### config.mk
export PLATFORM = sky130hd
export DESIGN_NAME = swp_guard
export DESIGN_NICKNAME = d
export VERILOG_FILES = /design/src/rtl/swp_pkg.sv /design/src/rtl/swp_seg_sel.sv /design/src/rtl/swp_cmd_match.sv /design/src/rtl/swp_seq_fsm.sv /design/src/rtl/swp_guard.sv
export SDC_FILE = /design/constraint.sdc
export NUM_CORES = 1
export LEC_CHECK = 0
export BUFFER_PORTS_ARGS = -buffer_cell sky130_fd_sc_hd__buf_2
export CAP_MARGIN = 20
export CORE_MARGIN = 1
export CORE_UTILIZATION = 39
export CTS_CLUSTER_SIZE = 28
export DETAILED_ROUTE_END_ITERATION = 8
export PLACE_DENSITY = 0.77
export SYNTH_ARGS = -nofsm -noshare
export SYNTH_HDL_FRONTEND = slang
export SYNTH_SLANG_ARGS = --single-unit
export TNS_END_PERCENT = 20
### constraint.sdc
create_clock -name clk -period 2.6 [get_ports clk]
set_input_delay 0.26 -clock clk [delete_from_list [all_inputs] [get_ports clk]]
set_output_delay 0.26 -clock clk [all_outputs]
set_load 0.005 [all_outputs]
### src/rtl/swp_pkg.sv
package swp_pkg;

    typedef enum logic [2:0] {
        ST_IDLE,
        ST_U1,
        ST_U2,
        ST_D3,
        ST_D4,
        ST_D5,
        ST_LOAD
    } swp_state_e;

    typedef enum logic [2:0] {
        TK_OTHER,
        TK_AA_KA,
        TK_55_KB,
        TK_A0_KA,
        TK_80_KA,
        TK_20_KA
    } swp_tok_e;

    localparam logic [15:0] KEY_A = 16'h5555;
    localparam logic [15:0] KEY_B = 16'h2AAA;

endpackage

### src/rtl/swp_seg_sel.sv
module swp_seg_sel #(
    parameter int PAIR_W   = 3,
    parameter int DEV_AW   = 19,
    parameter int PAIR_ID  = 0,
    parameter int ODD_SIDE = 0
) (
    input  logic                     host_wr,
    input  logic [PAIR_W+DEV_AW:0]   host_addr,
    output logic                     seg_wr,
    output logic [DEV_AW-1:0]        dev_addr
);
    localparam int HOST_AW = PAIR_W + DEV_AW + 1;
    localparam logic [PAIR_W-1:0] MY_PAIR = PAIR_W'(PAIR_ID);
    localparam logic MY_SIDE = (ODD_SIDE != 0);

    logic pair_hit;
    logic side_hit;

    always_comb begin
        pair_hit = (host_addr[HOST_AW-1 -: PAIR_W] == MY_PAIR);
        side_hit = (host_addr[0] == MY_SIDE);
        seg_wr   = host_wr && pair_hit && side_hit;
        dev_addr = host_addr[DEV_AW:1];
    end
endmodule

### src/rtl/swp_cmd_match.sv
module swp_cmd_match
    import swp_pkg::*;
#(
    parameter int DEV_AW = 19,
    parameter int KEY_W  = 15
) (
    input  logic [DEV_AW-1:0] dev_addr,
    input  logic [7:0]        data,
    output swp_tok_e          tok
);
    localparam logic [KEY_W-1:0] KA = KEY_A[KEY_W-1:0];
    localparam logic [KEY_W-1:0] KB = KEY_B[KEY_W-1:0];

    logic at_a;
    logic at_b;

    always_comb begin
        at_a = (dev_addr[KEY_W-1:0] == KA);
        at_b = (dev_addr[KEY_W-1:0] == KB);
        tok  = TK_OTHER;
        if (at_a) begin
            unique case (data)
                8'hAA:   tok = TK_AA_KA;
                8'hA0:   tok = TK_A0_KA;
                8'h80:   tok = TK_80_KA;
                8'h20:   tok = TK_20_KA;
                default: tok = TK_OTHER;
            endcase
        end else if (at_b && data == 8'h55) begin
            tok = TK_55_KB;
        end
    end
endmodule

### src/rtl/swp_seq_fsm.sv
module swp_seq_fsm
    import swp_pkg::*;
(
    input  logic     clk,
    input  logic     rst_n,
    input  logic     seg_wr,
    input  swp_tok_e tok,
    input  logic     load_end,
    output logic     load_wr,
    output logic     prot,
    output logic     window
);
    swp_state_e state_q, state_d;
    logic       prot_q, prot_d;
    logic       pass;
    swp_state_e rs_state;
    logic       rs_pass;

    // state register
    always_ff @(posedge clk or negedge rst_n) begin
        if (!rst_n) begin
            state_q <= ST_IDLE;
            prot_q  <= 1'b0;
        end else begin
            state_q <= state_d;
            prot_q  <= prot_d;
        end
    end

    // next-state logic
    always_comb begin
        rs_state = (tok == TK_AA_KA) ? ST_U1 : ST_IDLE;
        rs_pass  = (tok != TK_AA_KA) && !prot_q;
        state_d  = state_q;
        prot_d   = prot_q;
        pass     = 1'b0;
        unique case (state_q)
            ST_IDLE: begin
                if (seg_wr) begin
                    state_d = rs_state;
                    pass    = rs_pass;
                end
            end
            ST_U1: begin
                if (seg_wr) begin
                    if (tok == TK_55_KB) state_d = ST_U2;
                    else begin
                        state_d = rs_state;
                        pass    = rs_pass;
                    end
                end
            end
            ST_U2: begin
                if (seg_wr) begin
                    if (tok == TK_A0_KA) begin
                        state_d = ST_LOAD;
                        prot_d  = 1'b1;
                    end else if (tok == TK_80_KA) begin
                        state_d = ST_D3;
                    end else begin
                        state_d = rs_state;
                        pass    = rs_pass;
                    end
                end
            end
            ST_D3: begin
                if (seg_wr) begin
                    if (tok == TK_AA_KA) state_d = ST_D4;
                    else begin
                        state_d = rs_state;
                        pass    = rs_pass;
                    end
                end
            end
            ST_D4: begin
                if (seg_wr) begin
                    if (tok == TK_55_KB) state_d = ST_D5;
                    else begin
                        state_d = rs_state;
                        pass    = rs_pass;
                    end
                end
            end
            ST_D5: begin
                if (seg_wr) begin
                    if (tok == TK_20_KA) begin
                        state_d = ST_IDLE;
                        prot_d  = 1'b0;
                    end else begin
                        state_d = rs_state;
                        pass    = rs_pass;
                    end
                end
            end
            ST_LOAD: begin
                pass = seg_wr;
                if (load_end) state_d = ST_IDLE;
            end
            default: state_d = ST_IDLE;
        endcase
    end

    // outputs
    always_comb begin
        load_wr = seg_wr && pass;
        prot    = prot_q;
        window  = (state_q == ST_LOAD);
    end

    assert_blocked_R6: assert property (@(posedge clk) disable iff (!rst_n)
        (prot_q && state_q != ST_LOAD) |-> !load_wr);

    assert_arm_path_R4: assert property (@(posedge clk) disable iff (!rst_n)
        $rose(prot_q) |-> ($past(state_q) == ST_U2 && state_q == ST_LOAD));

    assert_release_path_R7: assert property (@(posedge clk) disable iff (!rst_n)
        $fell(prot_q) |-> ($past(state_q) == ST_D5));

    assert_window_prot_R5: assert property (@(posedge clk) disable iff (!rst_n)
        (state_q == ST_LOAD) |-> prot_q);

    assert_quiet_hold_R9: assert property (@(posedge clk) disable iff (!rst_n)
        (!seg_wr && state_q != ST_LOAD) |=> ($stable(state_q) && $stable(prot_q)));

    assert_cmd_no_pass_R4: assert property (@(posedge clk) disable iff (!rst_n)
        (state_q inside {ST_U1, ST_D3, ST_D4, ST_D5} && seg_wr && tok != TK_OTHER &&
         !(prot_q == 1'b0 && tok != TK_AA_KA && state_q == ST_U1 && tok != TK_55_KB))
        |-> (!load_wr || !prot_q));
endmodule

### src/rtl/swp_guard.sv
module swp_guard
    import swp_pkg::*;
#(
    parameter int PAIR_W   = 3,
    parameter int DEV_AW   = 19,
    parameter int KEY_W    = 15,
    parameter int PAIR_ID  = 0,
    parameter int ODD_SIDE = 0
) (
    input  logic                   clk,
    input  logic                   rst_n,
    input  logic                   host_wr,
    input  logic [PAIR_W+DEV_AW:0] host_addr,
    input  logic [7:0]             host_data,
    input  logic                   load_end,
    output logic                   load_wr_o,
    output logic                   prot_o,
    output logic                   window_o
);
    logic              seg_wr;
    logic [DEV_AW-1:0] dev_addr;
    swp_tok_e          tok;

    swp_seg_sel #(
        .PAIR_W  (PAIR_W),
        .DEV_AW  (DEV_AW),
        .PAIR_ID (PAIR_ID),
        .ODD_SIDE(ODD_SIDE)
    ) u_sel (
        .host_wr  (host_wr),
        .host_addr(host_addr),
        .seg_wr   (seg_wr),
        .dev_addr (dev_addr)
    );

    swp_cmd_match #(
        .DEV_AW(DEV_AW),
        .KEY_W (KEY_W)
    ) u_match (
        .dev_addr(dev_addr),
        .data    (host_data),
        .tok     (tok)
    );

    swp_seq_fsm u_fsm (
        .clk     (clk),
        .rst_n   (rst_n),
        .seg_wr  (seg_wr),
        .tok     (tok),
        .load_end(load_end),
        .load_wr (load_wr_o),
        .prot    (prot_o),
        .window  (window_o)
    );
endmodule

# == Yosys cells after proc, flatten, opt, wreduce, memory -nomap -nowiden ==
# Cells that the tools add are included.
# op_classes
eq_ne,28
mux,34
n_reduce_logical,12
n_bitwise,1
# ops
cell,n
$mux 3,14
$eq 8x8->1 const B,3
$pmux 3 s7,1
$ne 2x1->1 const B,8
$eq 15x14->1 const B,1
$eq 15x15->1 const B,1
$eq 3x3->1 const B,5
$mux 1,15
$eq 3x2->1 const B,4
$pmux 3 s4,1
$eq 8x6->1 const B,1
$eq 8x7->1 const B,1
$reduce_and 7->1,1
$eq 3x1->1 const B,2
$logic_not 3->1,2
$pmux 1 s6,1
$logic_and 1x1->1,5
$reduce_and 5->1,1
$ne 3x1->1 const B,1
$mux 2,1
$ne 2x2->1 const B,1
$pmux 1 s2,1
$reduce_bool 2->1,1
$reduce_or 2->1,1
2 further kinds,2
# totals
out_inout_bits,3
word_cells,77
reg_bits,4

# == Depth between registers and ports, before layout ==
# depth
ltp_word,11
mapped_depth,6
depth_no_buf,5

# == By module ==
# Synthesis repeated with hierarchy kept, for this count alone.
# hier_totals
hier_cells,100
hier_area_um2,764.5
# modules_own_cells
mod,n_inst,area_each_um2,seq_area_each_um2,cells_each
swp_seq_fsm,1,430.4,100.1,56
swp_cmd_match,1,172.7,0.0,23
swp_seg_sel,1,161.4,0.0,21

# == Worst setup path before layout ==
# No wires, ideal clock.
# synth_timing
path_kind,input to output
start,input host_addr[1]
end,output load_wr_o
path_slack_ns,0.432
path_stages,5
t_arrival_ns,1.908
path_cell_list,or4b_1 or4_4 or4_1 nand3_1 a31oi_1
# synth_between
elab_chain_cells,11
# synth_rtl
item,line_no,source
from (decl),swp_guard.sv:13,"input logic [PAIR_W+DEV_AW:0] host_addr,"
$eq 15x14->1,swp_cmd_match.sv:19,at_b = (dev_addr[KEY_W-1:0] == KB);
$logic_and 1x1->1,swp_cmd_match.sv:29,end else if (at_b && data == 8'h55) begin
$mux 2,swp_cmd_match.sv:29,
$mux 3 (*),swp_cmd_match.sv:21,if (at_a) begin
$ne 3x1->1,swp_seq_fsm.sv:33,rs_pass = (tok != TK_AA_KA) && !prot_q;
$logic_and 1x1->1,swp_seq_fsm.sv:33,
$mux 1,swp_seq_fsm.sv:58,end else if (tok == TK_80_KA) begin
$mux 1,swp_seq_fsm.sv:55,if (tok == TK_A0_KA) begin
$mux 1,swp_seq_fsm.sv:54,if (seg_wr) begin
$pmux 1 s6 (*),swp_seq_fsm.sv:37,unique case (state_q)
$logic_and 1x1->1 (*),swp_seq_fsm.sv:105,load_wr = seg_wr && pass;
to (decl),swp_guard.sv:16,"output logic load_wr_o,"
# Every way passes the cells marked *; elsewhere a longest branch is shown, timed or not.

# == Final worst setup path ==
# Same ends and word-level chain as after synthesis.

==> results.cfg <==
[setup_path]
arrival_ns = 2.16
critPathLaunchType = input pin
reg2reg_from = u_fsm.state_q[1]$_DFFE_PN0P_
cp.required_ns = 2.34
cp_max_fo = 4
crit_start = host_addr[1]
worstSetupPathType = input pin to primary output
crit_path_end_kind = primary output

[yosys]
ys_ff_latch = 4
synth-compound-area-share_pct = 15.4
synth_mux_area_share_pct = 0
synth_top_family_by_area = simple AND/OR/NAND/NOR gates
syn_area_um2 = 528
synthAdderAreaFrac_pct = 0
yosys_warnings = 0
synth-edff-count = 0
synth_simple_gate_area_share_pct = 62.8
syn-num-nets = 105
ys_seq_area_share_pct = 19.0
async_flop_share_pct = 100
synth-xor-area-share_pct = 0
synthCells = 70
yosys.cell_types.count = 31
synthFlopType = dfrtp_1
synth.avg_cell_area_um2 = 7.54

[pwr]
combPwrFrac_pct = 26.4
p_per_area_nw_per_um2 = 277
switching_share_pct = 28.2
irDropWorstVdd_mv = 0.173
internal_power_uw = 148
seqPwrFrac_pct = 36.9
power.net_switching_uw = 58.1
p_leak_uw = 0.000316
clkPwrFrac_pct = 36.7

[clock_tree]
cts_tree = done
cts_max_level = 1
numCtsBuffers = 3
cts_root_buffer = clkbuf_4
clkSinkCount = 4
cts_buffer_depth = 2
clkLatencyLatePin_ns = 0.23
worst_setup_hold_path_clk_slew_ns = 0.03

[detailed_routing]
drc_errors = 0
wl_um = 1620
drt_iter0_drc = 51
ant_nets = 0
first_pass_iters = 4
vias = 736
via_per_inst = 6.18
avgRoutedWirePerCell_um = 13.6

[sta]
final_hold_viol_count = 0
fmax_mhz = 414
fin_skew_ns = 0.00639
fin_hold_ws_ns = 0.322
worstMarginPinSlew_ns = 0.653
final_max_slew_viol_count = 0
rsz0062_at_grt = no
fin_setup_tns_ns = 0
period_needed_ns = 2.42
max_slew_margin_pct = 56.0
period_share_pct = 92.9
setup_viol = 0

[worst_hold_path]
min_path_type = input pin to flip-flop
hp-start = load_end

[cells_and_area]
syn2layout_area_growth_pct = 41.2
finalNetCount = 142
fill_cells = 111
antennaDiodeCount = 0
multi_input_area_um2 = 419
seqCellArea_um2 = 100
drive_gt1_share_pct = 38.1

[flow_run]
drv_cap = 0

[floorplanning]
die_x_um = 38.8
core_um2 = 1190
ioPinCount = 38
dieHeight_um = 38.8
dieArea_um2 = 1510
start_util_pct = 44.5
rows = 12

[global_route]
grt_pass1_wl_um = 2540
grt_overflow = 0
grt_max_degree = 14
grt_pass1_vias = 634
grt_usage_pct = 24.1
antenna_found_initial = 0

[placed_design]
dpl.hpwl_um = 1290
place_congestion = 0.856
numPortBuffers = 33

[outcome]
status = finished clean
power groups by stage:
stage / clock [µW] / sequential (µW) / combinational, µW
floorplan: 0 / 68.4 / 27.3
global placement: 0 / 76.3 / 50.2
detailed placement: 0 / 76.3 / 52.6
CTS: 76.7 / 75.7 / 53.9
global route: 80.2 / 77.3 / 59.9
finish: 75.7 / 76.2 / 54.5
layer usage:
layer  track usage (%)  up-vias  part of all wire, %
met5                 0        -                    0
met4              7.76        0                 0.56
met3              3.47        2                  8.3
met2              37.5       43                   47
met1              33.6      327                   44
li1                  -      364                    -
worst max-delay path, cell delays in order:
cell,delay [ns]
buf_2,0.10
or4b_1,0.51
or4_4,0.51
or4_1,0.48
nand3_1,0.10
a31oi_1,0.08
buf_2,0.12
through the flow:
| step | utilization (%) | power (µW) | std cells | area, µm² | worst slack [ns] |
|---|---|---|---|---|---|
| 2_1_floorplan | - | 95.7 | 70 | 528 | 0.432 |
| 3_3_place_gp | 59.6 | 126 | 115 | 707 | 0.120 |
| 3_5_place_dp | 59.6 | 129 | 115 | 707 | 0.111 |
| 4_1_cts | 62.3 | 206 | 119 | 739 | 0.112 |
| 5_1_grt | 62.9 | 217 | 119 | 746 | 0.0870 |
| 6_report | 62.9 | 206 | 119 | 746 | 0.184 |
cell usage after synthesis (2+ instances only):
cell      n  area, µm²
nor3_1    3       15.0
nor4_1    4       25.0
nand3_1   5       25.0
nand3b_1  2       15.0
o21ai_0   4       20.0
nand2b_1  3       18.8
or4b_1    2       20.0
or4_1     3       22.5
a31oi_1   2       12.5
a21oi_1   2       10.0
clkbuf_1  3       11.3
nand4_1   4       25.0
o31ai_1   2       15.0
nand4b_1  4       35.0
nor3b_1   3       22.5
nor2_1    4       15.0
nand2_1   3       11.3
dfrtp_1   4        100
final cells by class:
| cell class | instances | share of cell area, % |
|---|---|---|
| tap | 14 | 2.35 |
| multi-input combinational | 62 | 56.2 |
| timing repair buffer | 35 | 24.5 |
| clock buffer | 3 | 3.02 |
| inverter | 1 | 0.503 |
| sequential | 4 | 13.4 |
kinds of logic (layout without fill, tap and decap cells):
logic type      count (synthesis)  count (layout)
simple gates                   49              49
compound gates                 13              13
flops                           4               4
buf+inv                         4              39
flip-flops by register name, indices dropped and copies added (netlist names):
signal         cells
u_fsm.prot         1
u_fsm.state_q      3
cells in the final DEF, fill, tap and decap left out, drive strengths merged:
cell type,instances
nand3,5
nand4bb,1
buf,34
dlygate4sd3,1
and2,1
nor4,5
or3,1
nor4bb,1
nand4,4
dfrtp,4
and4,1
nor4b,1
o21ai,4
or4b,2
nand2,3
o31ai,2
nor3b,3
inv,1
nor2,4
a21oi,2
a211o,1
o211ai,1
nand2b,3
clkbuf,3
nand4b,4
or4,4
a211oi,1
nand3b,2
nor3,3
and3,1
a31oi,2
worst paths after layout:
kind                                                     end  slack [ns]  cells after the start
worst max register to register  u_fsm.state_q[1]$_DFFE_PN0P_        1.28                      4
worst min-delay path            u_fsm.state_q[1]$_DFFE_PN0P_        0.32                      4
max in group asynchronous             u_fsm.prot$_DFFE_PN0P_        2.13                      2
min in group asynchronous       u_fsm.state_q[2]$_DFFE_PN0P_        0.35                      2
worst min register to register        u_fsm.prot$_DFFE_PN0P_        0.59                      2
worst max-delay path                               load_wr_o        0.18                      7
what timing repair did:
action	CTS	global route
setup buffers	0	0
hold endpoints to repair	4	0
gates resized for setup	0	1
hold buffers	1	0
endpoints found under the setup margin	0	1
Note: power is estimated with default switching activity, not from simulation.
